**src/rtl/hbus_pkg.sv**
```systemverilog
`timescale 1ns/1ps
package hbus_pkg;
    typedef enum logic [2:0] {
        ST_IDLE,
        ST_ARMED,
        ST_FETCH,
        ST_DRIVE,
        ST_WRITE,
        ST_COMMIT
    } hb_state_t;
endpackage

```
**src/rtl/hbus_sync.sv**
```systemverilog
`timescale 1ns/1ps
module hbus_sync #(
    parameter int WIDTH = 8,
    parameter int STAGES = 2,
    parameter logic [WIDTH-1:0] RST_VAL = '0
) (
    input  logic             clk,
    input  logic             rst_n,
    input  logic [WIDTH-1:0] d,
    output logic [WIDTH-1:0] q
);
    for (genvar i = 0; i < STAGES; i++) begin : g_st
        logic [WIDTH-1:0] q_r;
        if (i == 0) begin : g_first
            always_ff @(posedge clk or negedge rst_n) begin
                if (!rst_n) q_r <= RST_VAL;
                else        q_r <= d;
            end
        end else begin : g_next
            always_ff @(posedge clk or negedge rst_n) begin
                if (!rst_n) q_r <= RST_VAL;
                else        q_r <= g_st[i-1].q_r;
            end
        end
    end
    assign q = g_st[STAGES-1].q_r;
endmodule

```
**src/rtl/hbus_edge.sv**
```systemverilog
`timescale 1ns/1ps
module hbus_edge #(
    parameter logic RST_VAL = 1'b0
) (
    input  logic clk,
    input  logic rst_n,
    input  logic sig,
    output logic rise,
    output logic fall
);
    logic prev_q;
    always_ff @(posedge clk or negedge rst_n) begin
        if (!rst_n) prev_q <= RST_VAL;
        else        prev_q <= sig;
    end
    assign rise = sig & ~prev_q;
    assign fall = ~sig & prev_q;
endmodule

```
**src/rtl/hbus_fsm.sv**
```systemverilog
`timescale 1ns/1ps
module hbus_fsm
    import hbus_pkg::*;
#(
    parameter int DW = 8
) (
    input  logic          clk,
    input  logic          rst_n,
    input  logic          style,
    input  logic          as_rise,
    input  logic          as_fall,
    input  logic          ds,
    input  logic          rw,
    input  logic          sel,
    input  logic [DW-1:0] ad,
    input  logic [DW-1:0] rdata_in,
    output logic [DW-1:0] reg_addr,
    output logic [DW-1:0] reg_wdata,
    output logic          reg_rd,
    output logic          reg_wr,
    output logic [DW-1:0] ad_out,
    output logic          ad_oe
);
    hb_state_t state_q, state_d;
    logic [DW-1:0] addr_q, wdata_q, rdata_q;
    logic rd_lvl, wr_lvl;

    assign rd_lvl = style ? (ds & rw)  : ~ds;
    assign wr_lvl = style ? (ds & ~rw) : ~rw;

    always_comb begin
        state_d = state_q;
        unique case (state_q)
            ST_IDLE:   if (as_fall) state_d = ST_ARMED;
            ST_ARMED: begin
                if (as_rise)          state_d = ST_IDLE;
                else if (as_fall)     state_d = ST_ARMED;
                else if (rd_lvl)      state_d = sel ? ST_FETCH : ST_IDLE;
                else if (wr_lvl)      state_d = sel ? ST_WRITE : ST_IDLE;
            end
            ST_FETCH:  state_d = (rd_lvl && sel) ? ST_DRIVE : ST_IDLE;
            ST_DRIVE:  if (!(rd_lvl && sel)) state_d = ST_IDLE;
            ST_WRITE: begin
                if (!sel)         state_d = ST_IDLE;
                else if (!wr_lvl) state_d = ST_COMMIT;
            end
            ST_COMMIT: state_d = ST_IDLE;
            default:   state_d = ST_IDLE;
        endcase
    end

    always_ff @(posedge clk or negedge rst_n) begin
        if (!rst_n) begin
            state_q <= ST_IDLE;
            addr_q  <= '0;
            wdata_q <= '0;
            rdata_q <= '0;
        end else begin
            state_q <= state_d;
            if (as_fall && (state_q == ST_IDLE || state_q == ST_ARMED))
                addr_q <= ad;
            if (state_q == ST_WRITE && !wr_lvl)
                wdata_q <= ad;
            if (state_q == ST_FETCH)
                rdata_q <= rdata_in;
        end
    end

    always_comb begin
        reg_addr  = addr_q;
        reg_wdata = wdata_q;
        ad_out    = rdata_q;
        reg_rd    = (state_q == ST_FETCH);
        reg_wr    = (state_q == ST_COMMIT);
        ad_oe     = (state_q == ST_DRIVE) && rd_lvl && sel;
    end

    assert_rd_single_R8: assert property (@(posedge clk) disable iff (!rst_n)
        reg_rd |=> !reg_rd);
    assert_wr_single_R4: assert property (@(posedge clk) disable iff (!rst_n)
        reg_wr |=> !reg_wr);
    assert_oe_after_fetch_R5: assert property (@(posedge clk) disable iff (!rst_n)
        $rose(ad_oe) |-> $past(reg_rd));
    assert_wr_from_write_R6: assert property (@(posedge clk) disable iff (!rst_n)
        reg_wr |-> $past(state_q == ST_WRITE));
endmodule

```
**src/rtl/hostbus_port.sv**
```systemverilog
`timescale 1ns/1ps
module hostbus_port #(
    parameter int DW = 8,
    parameter int SYNC_STAGES = 2
) (
    input  logic          clk,
    input  logic          rst_n,
    input  logic          style_i,
    input  logic          as_i,
    input  logic          ds_i,
    input  logic          rw_i,
    input  logic          cs_n_i,
    input  logic          pwr_fail_i,
    input  logic          dev_rst_n_i,
    input  logic [DW-1:0] ad_i,
    output logic [DW-1:0] bus_ad_o,
    output logic          bus_oe_o,
    output logic [DW-1:0] reg_addr_o,
    output logic [DW-1:0] reg_wdata_o,
    output logic          reg_wr_o,
    output logic          reg_rd_o,
    input  logic [DW-1:0] reg_rdata_i
);
    localparam int CTL = 7;
    localparam int SW  = CTL + DW;
    localparam logic [SW-1:0] SYNC_RST = {7'b0000100, {DW{1'b0}}};

    logic [SW-1:0] raw, synced;
    logic style_s, as_s, ds_s, rw_s, cs_n_s, pf_s, drst_n_s;
    logic [DW-1:0] ad_s;
    logic as_rise, as_fall, sel;

    assign raw = {style_i, as_i, ds_i, rw_i, cs_n_i, pwr_fail_i, dev_rst_n_i, ad_i};

    hbus_sync #(.WIDTH(SW), .STAGES(SYNC_STAGES), .RST_VAL(SYNC_RST)) u_sync (
        .clk(clk), .rst_n(rst_n), .d(raw), .q(synced)
    );

    assign {style_s, as_s, ds_s, rw_s, cs_n_s, pf_s, drst_n_s, ad_s} = synced;
    assign sel = ~cs_n_s & ~pf_s & drst_n_s;

    hbus_edge #(.RST_VAL(1'b0)) u_as_edge (
        .clk(clk), .rst_n(rst_n), .sig(as_s), .rise(as_rise), .fall(as_fall)
    );

    hbus_fsm #(.DW(DW)) u_fsm (
        .clk(clk), .rst_n(rst_n), .style(style_s),
        .as_rise(as_rise), .as_fall(as_fall),
        .ds(ds_s), .rw(rw_s), .sel(sel), .ad(ad_s),
        .rdata_in(reg_rdata_i),
        .reg_addr(reg_addr_o), .reg_wdata(reg_wdata_o),
        .reg_rd(reg_rd_o), .reg_wr(reg_wr_o),
        .ad_out(bus_ad_o), .ad_oe(bus_oe_o)
    );

    assert_pf_blocks_R10: assert property (@(posedge clk) disable iff (!rst_n)
        $past(pf_s) |-> (!reg_wr_o && !reg_rd_o));
    assert_cs_blocks_R9: assert property (@(posedge clk) disable iff (!rst_n)
        $past(cs_n_s) |-> (!reg_wr_o && !reg_rd_o));
    assert_devrst_blocks_R11: assert property (@(posedge clk) disable iff (!rst_n)
        $past(!drst_n_s) |-> (!reg_wr_o && !reg_rd_o));
    assert_strobe_excl_R8: assert property (@(posedge clk) disable iff (!rst_n)
        !(reg_rd_o && reg_wr_o));
    always_comb begin
        if (!rst_n) assert_reset_quiet_R1: assert (!bus_oe_o && !reg_rd_o && !reg_wr_o);
    end
endmodule

```
**config.mk**
```make
export PLATFORM = sky130hd
export DESIGN_NAME = hostbus_port
export DESIGN_NICKNAME = d
export VERILOG_FILES = /design/src/rtl/hbus_pkg.sv /design/src/rtl/hbus_sync.sv /design/src/rtl/hbus_edge.sv /design/src/rtl/hbus_fsm.sv /design/src/rtl/hostbus_port.sv
export SDC_FILE = /design/constraint.sdc
export NUM_CORES = 1
export LEC_CHECK = 0
export BUFFER_PORTS_ARGS = -buffer_cell sky130_fd_sc_hd__buf_2
export CAP_MARGIN = 20
export CORE_MARGIN = 5
export CORE_UTILIZATION = 55
export CTS_CLUSTER_SIZE = 8
export DETAILED_ROUTE_END_ITERATION = 8
export PLACE_DENSITY = 0.94
export SLEW_MARGIN = 20
export SYNTH_ARGS = -nofsm -noshare
export SYNTH_HDL_FRONTEND = slang
export SYNTH_SLANG_ARGS = --single-unit
```
**constraint.sdc**
```tcl
create_clock -name clk -period 3.08 [get_ports clk]
set_clock_uncertainty 0.05 [all_clocks]
set_input_delay 0.616 -clock clk [delete_from_list [all_inputs] [get_ports clk]]
set_output_delay 0.616 -clock clk [all_outputs]
set_load 0.01 [all_outputs]
```
==> results.toml, run 1 <==
[clocking]
clkLatencyLatePin_ns = 0.38
cts_setup_buffers = 0
cts_tree = "yes"
root_buffer = "clkbuf_4"
cts.path.max_buffers = 2
clock_sinks = 58
ctsResizeCount = 0
holdBufCountCts = 0
htreeDepth = 3
cts_buffers = 9
clk_pin_slew_worst_paths_ns = 0.09

[synth]
synth_warnings = 0
synth_top_area_cell = "dfrtp_1"
yosys.area.top_type_share = 0.701
synth_cell_types = 27
avgSynthCellArea_sq_um = 16.1
yosys_register_bits = 58
synth-seq-area-share = 0.727
synth_top_cells_by_area = "dfrtp_1 70%, mux2_2 14%, dfstp_2 2.6%"
syn-num-nets = 151
syn_area_sq_um = 2000
syn_inst = 124

[global_routing]
grt_pass1_wl_um = 6310
grt_max_degree = 43
grt_util_all_layers = 0.169
grt_overflow = 0
antenna_found_initial = 0
grt_pass1_vias = 1319

[run]
drv_cap = 0

[sta]
holdWs_ns = 0.284
finalSetupTns_ns = 0
setup_violations = 0
grt_setup_unrepaired = "no"
worst-slew-pin-transition_ns = 0.881
slew_headroom = 0.413
fmax_mhz = 427
slew_violations = 0
finalHoldViolations = 0
fin_crit_sh = 0.760
fin_crit_ns = 2.34

[pwr]
power.share.clock = 0.328
p_int_uw = 1390
power_density_nw_per_um2 = 763
p_leak_uw = 0.00125
p_switching_uw = 496
sw_frac_of_total = 0.263
p_seq_frac = 0.505
peakVddDrop_mv = 0.524
comb_power_share = 0.168

[die]
core_sq_um = 3580
initial_core_util = 0.559
fp.dieArea_sq_um = 4940
fp.dieH_um = 70.3
row_count = 22
io_pins = 52
die_x_um = 70.3

[final_layout]
fin_nets = 212
final_cell_mix = "56 x dfrtp_1, 51 x buf_2, 24 x mux2_2"
synthToLayoutAreaGrowth_pct = 23.7
utilization = 0.691
n_antenna_cell = 0
post_route_cells_drive_above_1_share = 0.521
fin_area_sq_um = 2470
layout_commonest_cell = "dfrtp_1"
num-fill-cells = 258

[placed_design]
io_buffers = 51
placed_cell_area_sq_um = 2310
place_congestion = 0.926
hpwl_um = 2770

[detailed_routing]
drtIter0Drc = 32
ant_nets = 0
avgViaCountPerCell = 5.16
vias = 1228
drc_errors = 0
first_pass_iters = 4
wl_per_cell_um = 15.8
drt-total-wl_um = 3750

[outcome]
status = "complete, no violations"

[worst_hold_path]
min_path_type = "in -> reg"

[critical_path]
cp-start-kind = "flip-flop"
worstPathRequired_ns = 2.41
worstSetupPathType = "reg -> out"
critPathMaxFanout = 4
endpoint_kind = "output port"
critPathArrivalTime_ns = 1.68
-- cell type report --
type | instances | area (sq um) | area share
Clock buffer | 11 | 85.1 | 0.0344
Clock inverter | 5 | 77.6 | 0.0314
Inverter | 4 | 15.0 | 0.00607
Multi-Input combinational cell | 59 | 510 | 0.206
Sequential cell | 58 | 1450 | 0.588
Tap cell | 48 | 60.1 | 0.0243
Timing Repair Buffer | 53 | 270 | 0.109
-- final timing paths --
kind / startpoint / endpoint / slack, ns / cells past startpoint
max in group asynchronous: rst_n / u_sync.q[7] / 2.02 / 2
setup reg to reg: u_sync.q[13] / u_fsm.reg_addr[7] / 1.46 / 4
min in group asynchronous: rst_n / u_sync.q[12] / 0.30 / 1
hold / removal: cs_n_i / u_sync.g_st[0].q_r[10] / 0.28 / 1
hold reg to reg: u_sync.g_st[0].q_r[1] / u_sync.q[1] / 0.30 / 0
setup / recovery: u_sync.q[11] / bus_oe_o / 0.74 / 4
-- power groups by stage --
stage	Sequential (uW)	Clock, uW	Combinational, uW
2_1_floorplan	986	0	142
3_3_place_gp	954	0	304
3_5_place_dp	969	0	322
4_1_cts	953	632	323
5_1_grt	967	678	344
6_report	952	618	316
-- critical path: stages (launching register included) --
cell and delay, ns:
dfrtp_1 0.43, and3_1 0.23, o21ai_0 0.29, and2b_1 0.22, buf_2 0.13
-- sequential cells by signal, summed over array words and instances (netlist names) --
signal and count:
u_sync.g_st.q_r 15, u_fsm.state_q 3, u_fsm.reg_addr 8, u_fsm.ad_out 8, u_sync.q 15, u_as_edge.prev_q 1
u_fsm.reg_wdata 8
-- layer usage --
layer	GRT usage	routed length, um	vias to the layer above
li1	-	-	554
met1	0.183	1400	610
met2	0.293	2040	53
met3	0.0547	209	11
met4	0.0851	110	0
met5	0	0	-
-- metrics by stage --
| step | setup WS, ns | total power (uW) | instances |
|---|---|---|---|
| after floorplan | 1.35 | 1130 | 124 |
| after global placement | 1.21 | 1260 | 222 |
| after CTS | 0.739 | 1910 | 238 |
| final | 0.739 | 1890 | 238 |
| after global routing | 0.610 | 1990 | 238 |
| after detailed placement | 1.17 | 1290 | 222 |
-- Yosys cell counts --
master	instances
nor4_1	1
buf_4	2
and3b_1	2
o21ai_2	1
a21boi_0	1
o2111ai_1	1
a2111oi_0	1
nand3_1	4
a21oi_1	1
o21ai_0	2
nor2_1	5
inv_1	2
inv_2	2
or3b_2	1
nor2b_1	2
and2b_1	1
nor3_1	3
and3_1	3
dfrtp_1	56
nand2b_1	1
o41a_1	1
ha_1	2
nor3b_1	1
buf_2	1
dfstp_2	2
nor3_4	1
mux2_2	24
-- kinds of logic after synthesis --
| logic type | count (synthesis) | synth area share |
|---|---|---|
| AO/OA/AOI/OAI | 8 | 0.0300 |
| adder cells (fa/ha/maj) | 2 | 0.0125 |
| buffers and inverters | 7 | 0.0175 |
| flip-flops | 58 | 0.727 |
| multiplexers | 24 | 0.135 |
| AND/OR/NAND/NOR | 25 | 0.0776 |
Note: power is estimated with default switching activity, not from simulation.
==> inputs of run 2 (changes only) <==
- CORE_UTILIZATION: 55 -> 46
- PLACE_DENSITY: 0.94 -> 0.85
- clock period: 3.08 -> 2.1 ns (I/O delays scaled with it)
==> results.toml, run 2 (same netlist as run 1, synthesis figures left out) <==
[critical_path]
r2r_slack_ns = 0.45
worstSetupEndpoint = "bus_oe_o"
endpoint_kind = "output port"
crit_start = "u_sync.q[11]"
critPathMaxFanout = 4
regToRegEndpoint = "u_fsm.reg_addr[7]"
cp-start-kind = "flip-flop"
worstSetupPathType = "reg -> out"
reg2reg_from = "u_sync.q[13]"
worstPathRequired_ns = 1.63
r2r_cells = 4
critPathArrivalTime_ns = 1.50

[placed_design]
io_buffers = 51
place_congestion = 0.791
hpwl_um = 2380

[final_layout]
n_antenna_cell = 0
final_cell_mix = "56 x dfrtp_1, 51 x buf_2, 24 x mux2_2"
num-fill-cells = 335
synthToLayoutAreaGrowth_pct = 28.2
seq_area_sq_um = 1450
layout_commonest_cell = "dfrtp_1"
post_route_cells_drive_above_1_share = 0.529
fin_nets = 211
utilization = 0.597
multi_input_area_sq_um = 515

[clocking]
clkLatencyLatePin_ns = 0.32
cts_tree = "yes"
root_buffer = "clkbuf_8"
cts_buffers = 9
holdBufCountCts = 0
htreeDepth = 3
clk_pin_slew_worst_paths_ns = 0.06
clock_sinks = 58
cts.path.max_buffers = 2

[global_routing]
grt_pass1_wl_um = 6050
grt_overflow = 0
grt_pass1_vias = 1289
grt_util_all_layers = 0.135
antenna_found_initial = 0
grt_max_degree = 36

[sta]
finalSetupTns_ns = 0
slew_headroom = 0.641
fmax_mhz = 508
worst-slew-pin-transition_ns = 0.538
slew_violations = 0
fin_crit_sh = 0.937
grt_setup_unrepaired = "no"
fin_crit_ns = 1.97
setup_violations = 0
finalHoldViolations = 0
holdWs_ns = 0.0291

[run]
drv_cap = 0

[die]
initial_core_util = 0.466
die_x_um = 75.9
fp.dieArea_sq_um = 5770
core_sq_um = 4290
io_pins = 52
fp.dieH_um = 75.9
row_count = 24

[pwr]
sw_frac_of_total = 0.239
peakVddDrop_mv = 0.724
p_int_uw = 2290
power.share.clock = 0.387
power_density_nw_per_um2 = 1180
p_seq_frac = 0.462
p_switching_uw = 721
p_leak_uw = 0.00129
total_power_uw = 3020
comb_power_share = 0.151

[detailed_routing]
wl_per_cell_um = 14.0
drc_errors = 0
avgViaCountPerCell = 4.81
vias = 1159
first_pass_iters = 4
ant_nets = 0
drt-total-wl_um = 3370
drtIter0Drc = 79

[outcome]
status = "complete, no violations"

[worst_hold_path]
min_path_type = "in -> async"
-- run 2: cell count changes in the layout (fill, tap and decap cells not counted), sizes merged --
cell	delta
buf	-1
clkinv	-1
clkbuf	+1
-- run 2: final cells by class --
cell class	instances	area share
multi-input cells	59	0.201
flip-flops and latches	58	0.567
clock inverters	4	0.0283
clock buffers	12	0.0645
well taps	52	0.0254
repair buffers	52	0.107
inverters	4	0.00586
-- run 2: worst min-delay path by stage --
| stage | from | endpoint | slack (ns) | cells after the start |
|---|---|---|---|---|
| 3_3_place_gp | u_sync.g_st[0].q_r[4] | u_sync.q[4] | 0.28 | 0 |
| 2_1_floorplan | rst_n | u_as_edge.prev_q | 0.07 | 0 |
| 4_1_cts | rst_n | u_fsm.ad_out[2] | 0.03 | 1 |
| 6_report | rst_n | u_fsm.ad_out[2] | 0.03 | 1 |
| 3_5_place_dp | u_sync.g_st[0].q_r[0] | u_sync.q[0] | 0.28 | 0 |
| 5_1_grt | rst_n | u_fsm.ad_out[2] | 0.06 | 1 |
-- run 2: metal layers --
metal	vias to the layer above	GRT usage	part of all wire
li1	551	-	-
met1	577	0.139	0.38
met2	27	0.232	0.56
met3	4	0.0486	0.047
met4	0	0.0801	0.015
met5	-	0	0
-- run 2: power by group through the flow --
| stage | Combinational (uW) | Clock, uW | Sequential [uW] |
|---|---|---|---|
| 2_1_floorplan | 208 | 0 | 1450 |
| 3_3_place_gp | 447 | 0 | 1400 |
| 3_5_place_dp | 464 | 0 | 1410 |
| 4_1_cts | 467 | 1190 | 1390 |
| 5_1_grt | 507 | 1240 | 1420 |
| 6_report | 456 | 1170 | 1390 |
-- run 2: timing repair --
action | in CTS | in global routing
gates resized for setup | 0 | 2
buffers inserted | 0 | 0
endpoints found under the setup margin | 0 | 1
-- run 2: per-stage QoR --
step | area (sq um) | std cells | setup WS [ns]
after global placement | 2320 | 225 | 0.428
after global routing | 2560 | 241 | 0.0333
final | 2560 | 241 | 0.132
after detailed placement | 2320 | 225 | 0.373
after floorplan | 2000 | 124 | 0.570
after CTS | 2560 | 241 | 0.0282
-- run 2: critical path: stages, from the launching register on --
cell     delay (ns)
dfrtp_1        0.41
and3_1         0.22
o21ai_1        0.22
and2b_1        0.20
buf_2          0.13
